## config.mk

```make
export PLATFORM = sky130hd
export DESIGN_NAME = spr_bank
export DESIGN_NICKNAME = d
export VERILOG_FILES = /design/src/rtl/spr_bank_pkg.sv /design/src/rtl/spr_decode.sv /design/src/rtl/spr_guard.sv /design/src/rtl/spr_bank.sv
export SDC_FILE = /design/constraint.sdc
export NUM_CORES = 2
export LEC_CHECK = 0
export ABC_CLOCK_PERIOD_IN_PS = 2800
export BUFFER_PORTS_ARGS = -buffer_cell sky130_fd_sc_hd__buf_2
export CAP_MARGIN = 15
export CORE_MARGIN = 2
export CORE_UTILIZATION = 50
export CTS_CLUSTER_SIZE = 28
export DETAILED_ROUTE_END_ITERATION = 7
export PLACE_DENSITY = 0.71
export SYNTH_ARGS = -nofsm -noshare
export SYNTH_HDL_FRONTEND = slang
export SYNTH_SLANG_ARGS = --single-unit
```

## constraint.sdc

```tcl
create_clock -name clk -period 2.8 [get_ports clk]
set_input_delay 0.56 -clock clk [delete_from_list [all_inputs] [get_ports clk]]
set_output_delay 0.56 -clock clk [all_outputs]
set_load 0.02 [all_outputs]
```

## src/rtl/spr_bank_pkg.sv

```systemverilog
package spr_bank_pkg;
    localparam int XLEN      = 64;
    localparam int NARROW    = 32;
    localparam int NUM_W     = 10;
    localparam int HALF      = NUM_W / 2;
    localparam int NREG      = 12;
    localparam int IDX_W     = $clog2(NREG);
    localparam int PRIV_BIT  = 4;
    localparam int MSR_EE    = 15;
    localparam int MSR_WIDE  = 63;
    localparam int CAUSE_IDX = 3;
    localparam int ADDR_IDX  = 4;

    typedef struct packed {
        logic             defined;
        logic             priv;
        logic             narrow;
        logic [IDX_W-1:0] idx;
    } spr_info_t;

    typedef struct packed {
        logic [NREG-1:0][XLEN-1:0] regs;
        logic [XLEN-1:0]           msr;
        logic [XLEN-1:0]           rdata;
    } bank_state_t;

    function automatic spr_info_t spr_lookup(input logic [NUM_W-1:0] num);
        spr_info_t r;
        r.defined = 1'b1;
        r.priv    = num[PRIV_BIT];
        r.narrow  = 1'b0;
        r.idx     = '0;
        case (num)
            10'd1:   r.idx = IDX_W'(0);
            10'd8:   r.idx = IDX_W'(1);
            10'd9:   r.idx = IDX_W'(2);
            10'd18:  begin r.idx = IDX_W'(CAUSE_IDX); r.narrow = 1'b1; end
            10'd19:  r.idx = IDX_W'(ADDR_IDX);
            10'd22:  begin r.idx = IDX_W'(5); r.narrow = 1'b1; end
            10'd26:  r.idx = IDX_W'(6);
            10'd27:  r.idx = IDX_W'(7);
            10'd272: r.idx = IDX_W'(8);
            10'd273: r.idx = IDX_W'(9);
            10'd274: r.idx = IDX_W'(10);
            10'd275: r.idx = IDX_W'(11);
            default: r.defined = 1'b0;
        endcase
        return r;
    endfunction
endpackage

```

## src/rtl/spr_decode.sv

```systemverilog
module spr_decode
    import spr_bank_pkg::*;
(
    input  logic [NUM_W-1:0] field,
    output logic [NUM_W-1:0] num,
    output spr_info_t        info
);
    for (genvar b = 0; b < HALF; b++) begin : g_swap
        assign num[b + HALF] = field[b];
        assign num[b]        = field[b + HALF];
    end

    assign info = spr_lookup(num);
endmodule

```

## src/rtl/spr_guard.sv

```systemverilog
module spr_guard
    import spr_bank_pkg::*;
(
    input  logic             clk,
    input  logic             rst_n,
    input  logic [NUM_W-1:0] num,
    input  spr_info_t        info,
    input  logic             wr_stb,
    input  logic             rd_stb,
    input  logic             msr_sel,
    input  logic             user_mode,
    output logic             priv_trap,
    output logic             ill_trap
);
    logic access;
    assign access = wr_stb | rd_stb;

    always_comb begin
        priv_trap = 1'b0;
        ill_trap  = 1'b0;
        if (access) begin
            if (msr_sel) begin
                priv_trap = user_mode;
            end else if (info.defined) begin
                priv_trap = user_mode & info.priv;
            end else begin
                priv_trap = user_mode & num[PRIV_BIT];
                ill_trap  = ~priv_trap;
            end
        end
    end


    trap_excl_chk: assert property (@(posedge clk) disable iff (!rst_n)
        $onehot0({priv_trap, ill_trap}));


    user_msr_chk: assert property (@(posedge clk) disable iff (!rst_n)
        (msr_sel && user_mode && (wr_stb || rd_stb)) |-> priv_trap);


    idle_quiet_chk: assert property (@(posedge clk) disable iff (!rst_n)
        !(wr_stb || rd_stb) |-> !(priv_trap || ill_trap));
endmodule

```

## src/rtl/spr_bank.sv

```systemverilog
module spr_bank
    import spr_bank_pkg::*;
(
    input  logic             clk,
    input  logic             rst_n,
    input  logic [NUM_W-1:0] spr_field,
    input  logic             wr_stb,
    input  logic             rd_stb,
    input  logic             msr_sel,
    input  logic [XLEN-1:0]  src_data,
    input  logic             user_mode,
    input  logic             fault_stb,
    input  logic [XLEN-1:0]  fault_addr,
    input  logic [NARROW-1:0] fault_cause,
    input  logic             ext_pend,
    output logic [XLEN-1:0]  rd_data,
    output logic             priv_trap,
    output logic             ill_trap,
    output logic             irq_req
);
    logic [NUM_W-1:0] num;
    spr_info_t        info;
    bank_state_t      st_d, st_q;
    logic             trapped;

    spr_decode u_decode (
        .field (spr_field),
        .num   (num),
        .info  (info)
    );

    spr_guard u_guard (
        .clk       (clk),
        .rst_n     (rst_n),
        .num       (num),
        .info      (info),
        .wr_stb    (wr_stb),
        .rd_stb    (rd_stb),
        .msr_sel   (msr_sel),
        .user_mode (user_mode),
        .priv_trap (priv_trap),
        .ill_trap  (ill_trap)
    );

    assign trapped = priv_trap | ill_trap;

    always_comb begin
        st_d = st_q;
        if (wr_stb && !trapped) begin
            if (msr_sel) begin
                st_d.msr = src_data;
            end else if (info.defined) begin
                if (info.narrow)
                    st_d.regs[info.idx] = {{(XLEN-NARROW){1'b0}}, src_data[NARROW-1:0]};
                else
                    st_d.regs[info.idx] = src_data;
            end
        end
        if (fault_stb) begin
            st_d.regs[CAUSE_IDX] = {{(XLEN-NARROW){1'b0}}, fault_cause};
            if (st_q.msr[MSR_WIDE])
                st_d.regs[ADDR_IDX] = fault_addr;
            else
                st_d.regs[ADDR_IDX] = {{(XLEN-NARROW){1'b0}}, fault_addr[NARROW-1:0]};
        end
        if (rd_stb) begin
            if (trapped)
                st_d.rdata = '0;
            else if (msr_sel)
                st_d.rdata = st_q.msr;
            else if (info.defined)
                st_d.rdata = st_q.regs[info.idx];
            else
                st_d.rdata = '0;
        end
    end

    always_ff @(posedge clk or negedge rst_n) begin
        if (!rst_n) st_q <= '0;
        else        st_q <= st_d;
    end

    assign rd_data = st_q.rdata;
    assign irq_req = ext_pend & st_q.msr[MSR_EE];


    trap_read_zero_chk: assert property (@(posedge clk) disable iff (!rst_n)
        (rd_stb && (priv_trap || ill_trap)) |=> (rd_data == '0));


    strobe_excl_chk: assert property (@(posedge clk) disable iff (!rst_n)
        !(wr_stb && rd_stb));


    narrow_read_chk: assert property (@(posedge clk) disable iff (!rst_n)
        (rd_stb && !msr_sel && info.narrow) |=> (rd_data[XLEN-1:NARROW] == '0));


    fault_narrow_addr_chk: assert property (@(posedge clk) disable iff (!rst_n)
        (fault_stb && !st_q.msr[MSR_WIDE]) |=> (st_q.regs[ADDR_IDX][XLEN-1:NARROW] == '0));


    msr_hold_chk: assert property (@(posedge clk) disable iff (!rst_n)
        (msr_sel && wr_stb && priv_trap) |=> $stable(st_q.msr));


    irq_enable_chk: assert property (@(posedge clk) disable iff (!rst_n)
        (wr_stb && msr_sel && !user_mode && src_data[MSR_EE] && ext_pend)
        |=> (irq_req || !ext_pend));
endmodule

```

* Yosys cells after proc, flatten, opt, wreduce, memory -nomap -nowiden
Cells that the tools add are included.
Cells by class: bitwise operators 6, eq/ne operators 13, $lt $le $gt $ge 2, multiplexer cells 24, reduce and logical (&&, ||, !) cells 10
Operators by type and width (number):
- $bwmux W768 | 2
- $mux W768 | 1
- $mux W320 | 2
- $mux W64 | 7
- $mux W384 | 1
- $bmux W64 S4 | 1
- $demux W64 S4 | 1
- $mux W128 | 1
- $eq A10 B5 Y1 const B | 5
- $pmux W4 S11 | 1
- $eq A10 B9 Y1 const B | 4
- $eq A10 B4 Y1 const B | 2
- $reduce_or A12 Y1 | 1
- $eq A10 B1 Y1 const B | 1
- $mux W1 | 7
- $reduce_and A3 Y1 | 2
- $lt A4 B5 Y1 const B | 1
- $ge A4 B1 Y1 const B | 1
- $reduce_bool A2 Y1 | 2
- $and A1 B1 Y1 | 2
- $logic_and A1 B1 Y1 | 2
- $ne A2 B1 Y1 const B | 1
- $not A1 Y1 | 2
- $or A1 B1 Y1 | 2
- 3 further kinds | 3
Word-level totals: register bits after elaboration 896, word-level logic and storage cells 69

* Longest topological paths before layout
word-level depth 12, depth in mapped cells 11

* Hierarchy
A second synthesis with hierarchy kept.
Second synthesis, totals: cell total of the unflattened synthesis 3139, area total of the unflattened synthesis 43142.6 um^2
By module, submodules not included:
- spr_bank | seq. area each 22421.5 um^2, instances 1, area an instance 42844.8 um^2, cells each 3095
- spr_decode | seq. area each 0.0 um^2, instances 1, area an instance 262.8 um^2, cells each 40
- spr_guard | seq. area each 0.0 um^2, instances 1, area an instance 35.0 um^2, cells each 4

* Worst setup path after synthesis
No wires, ideal clock.
path type input port to flip-flop, start point input spr_field[2], end point register st_q, in the netlist rd_data[33], stages on the path 9, path buffers 3, data required time 2.672 ns, arrival time 2.751 ns, slack -0.079 ns, library setup time 0.128 ns, path through or4_4 -> buf_6 -> a211o_1 -> clkbuf_1 -> nor2_4 -> buf_2 -> mux2_2 -> a221oi_1 -> o21ai_1
On the way: longest elaborated chain between the ends 8
Ends and longest elaborated chain:
- from (decl) | RTL line spr_bank.sv:6 | input logic [NUM_W-1:0] spr_field,
- branches (longest 7 deep; another with $bmux W64 S4)
- $mux W64 * | RTL line spr_bank.sv:67 | if (trapped)
- to (signal assigned) | RTL line spr_bank.sv:80 | else st_q <= st_d;
- to (decl) | RTL line spr_bank.sv:23 | bank_state_t st_d, st_q;
Mark *: on every way between the ends. The select of a mux whose other input is x is not followed. A chain may end at the register's enable or synchronous reset.

* Final worst setup path
start point input spr_field[2], end point register st_q, in the netlist rd_data[11]
The elaborated chain is that of the path after synthesis.

==> metrics.md <==
| Metric | Value |
|---|---|
| Cell variety after synth | `75` |
| Tmin final | `~2.8 ns` |
| Vias in the first global route | `32972` |
| WL final | `roughly 130 mm` |
| RSZ-0062 raised after global routing | `false` |
| Initial antenna violation count | `2` |
| FF-to-FF setup slack | `1.25 ns` |
| H-tree depth | `3` |
| Detailed-placement wirelength estimate | `approximately 84 mm` |
| Max-Cap Viols | `0` |
| GPL Wtd Cong | `approximately 0.9` |
| CP Max Fanout | `10` |
| Initial Util | `0.5063` |
| Number of iterations in the first detailed-routing pass | `5` |
| Fillers | `about 6400` |
| Util after Layout | `0.6093` |
| Post-synth EDFFs | `0` |
| Die area | `approximately 84000 sq um` |
| CTS buffer count | `96` |
| Area Growth Syn to Fin | `20.36%` |
| Vias per cell | `around 6.3` |
| Crit path capture type | `register` |
| Vias | `around 32000` |
| Number of routed nets with antenna violations | `0` |
| DRC viols | `0` |
| Synth Net Count | `approximately 3900` |
| P_leak | `0.02298 uW` |
| Dpl cell area | `approximately 46000 sq um` |
| Largest net degree at the start of global routing | `111` |
| PortBufs | `~240` |
| Synth async-reset ratio | `1.000` |
| Worst hold path class | `primary input to register` |
| Share of the synthesized area in the top cell type | `0.5481` |
| Setup WS post-layout | `about 0.015 ns` |
| First-pass GRT wire length | `between 200 and 250 mm` |
| Yosys warnings | `0` |
| Startpoint Class | `primary input` |
| Final hold violation count | `0` |
| Root buf cell | `clkbuf_16` |
| Post-Syn Area | `40910 sq um` |
| Die W | `around 290 um` |
| Worst Skew | `roughly 0.026 ns` |
| IO Pins | `about 250` |
| Seq/Total Area, Yosys | `0.5481` |
| Final worst-path cycle share | `0.9947` |
| Die Y-Extent | `slightly below 300 um` |
| Design Power | `around 29000 uW` |
| Critical Path AT | `around 3.3 ns` |
| Synth area leaders | `dfrtp_1 (55%), mux2_2 (11%), o21ai_0 (4.4%)` |
| Worst slew margin | `0.3476` |
| Pwr/cell area | `between 500 and 600 nW/um^2` |
| Setup CP Type | `primary input to register` |
| Post-synthesis register bit count | `approximately 900` |
| Required @ worst endpoint | `roughly 3.3 ns` |
| Final setup fails | `0` |
| Num Clock Sinks | `around 900` |
| Drt initial violations | `2948` |
| Setup slack at placement | `-0.9909 ns` |
| Mean Syn Cell Area | `roughly 11 sq um` |
| Top_reg_cell synth | `dfrtp_1` |
| CORE AREA | `approximately 80000 sq um` |
| Row cnt | `around 100` |
| Routed wire per std cell | `around 26 um` |
| Total GRT Usage | `0.3089` |
| Cells after Synth | `3685` |
| Final Slew Violations | `0` |
| Worst-skew pair later-pin latency | `~0.66 ns` |
| Design Area, Final | `about 50000 sq um` |
| Nets@finish | `4162` |
| Slew @ Worst Pin | `between 0.9 and 1 ns` |
| Setup_tns | `0 ns` |
| Fmax | `between 300 and 400 MHz` |
| Clock slew seen by the registers of the worst setup and hold paths | `around 0.060 ns` |
| Yosys top cell by area | `dfrtp_1` |
| Status | `complete, no violations` |
| Layout cells sized above 1 | `0.3148` |
| Max VDD drop | `slightly above 0.5 mV` |
| Clk buf depth | `3` |
| GRT overflow | `0` |
| CTS tree | `yes` |
kinds of logic after synthesis:
| kind of cell | Yosys count | share of synthesized area |
|---|---|---|
| AOI/OAI and AO/OA | 1018 | 0.1640 |
| DFF | 896 | 0.5481 |
| and+or+nand+nor | 881 | 0.1111 |
| muxes | 468 | 0.1273 |
| buffers and inverters | 422 | 0.04951 |
cell type report:
type / count / area [sq um] / share of cell area
Inverter: 3 / 11.26 / 0.0002287
Clock buffer: 136 / 2868 / 0.05824
Clock inverter: 38 / 436.7 / 0.008868
Multi-Input combinational cell: 2367 / 16680 / 0.3388
Sequential cell: 896 / 22420 / 0.4554
Timing Repair Buffer: 620 / 5493 / 0.1116
Antenna cell: 1 / 2.502 / 0.00005082
Tap cell: 1060 / 1326 / 0.02694
sequential cells by signal, summed over array words and instances (netlist names):
register  cells
st_q        832
rd_data      64
path summary, 6_finish.rpt:
check,cells past startpoint,end,from
hold / removal,3,st_q[344],fault_cause[24]
setup reg to reg,5,rd_data[11],st_q[715]
max in group asynchronous,3,st_q[394],rst_n
hold reg to reg,2,st_q[313],st_q[313]
setup / recovery,9,rd_data[11],spr_field[2]
min in group asynchronous,2,st_q[882],rst_n
layer usage:
layer	GRT usage	wire, um	vias to the layer above
met3	0.05836	9939	336
met4	0.1349	5793	0
met1	0.4142	54280	16487
li1	-	-	14059
met5	0	0	-
met2	0.4926	60810	1491
Yosys cell counts, drive strengths merged (3+ instances only):
library cell / number
a211o: 3
nand3b: 38
a211oi: 101
and2: 98
o2111ai: 17
buf: 168
o21ai: 431
a21oi: 93
a2111o: 17
nand4: 9
or3: 51
mux2i: 50
clkbuf: 251
a22oi: 63
nor3b: 3
o22a: 16
nor2: 10
nand3: 136
a31o: 57
dfrtp: 896
a31oi: 34
o22ai: 15
o32ai: 46
nor3: 8
mux2: 418
or4: 32
a2111oi: 8
and3: 55
nand2: 390
o221ai: 47
inv: 3
and4: 3
o31ai: 21
nand2b: 4
a221oi: 33
nor2b: 33
nor4: 4
critical path, stage by stage:
cell	delay, ns
buf_2	0.11
or4_4	0.59
buf_4	0.20
or3_2	0.53
nand3_4	0.20
nor3_4	0.17
a2111oi_0	0.67
buf_4	0.23
o21ai_1	0.07
layout by cell type, fill, tap and decap left out, types with 55 or more instances in the layout:
cell type / count
buf_2: 242
clkbuf_16: 100
o21ai_0: 359
a31o_2: 57
and2_1: 98
a21oi_1: 93
mux2_2: 394
nand3_1: 129
nand2_1: 388
o21ai_1: 72
a211oi_1: 99
buf_12: 114
and3_1: 55
dfrtp_1: 896
buf_4: 260
a22oi_1: 63
power by group:
| group | internal (uW) | leakage [uW] | switching [uW] |
|---|---|---|---|
| combinational | 750 | 0.00916 | 1230 |
| sequential | 13400 | 0.0122 | 329 |
| clock | 7800 | 0.00165 | 5390 |
what timing repair did:
action                                  in CTS  in global routing
buffers inserted                             0                  1
endpoints found under the setup margin       2                 15
hold endpoints to repair                    21                  0
pin swaps                                    0                  1
gates resized for setup                      3                  1
hold buffers                                 1                  0
through the flow:
step,hold WS [ns],instances
floorplan,0.2644,3685
global placement,0.4529,4944
detailed placement,0.4620,4944
CTS,0.08902,5119
global route,0.1092,5120
finish,0.1087,5121
No activity file was read; power rests on OpenSTA's default activity.
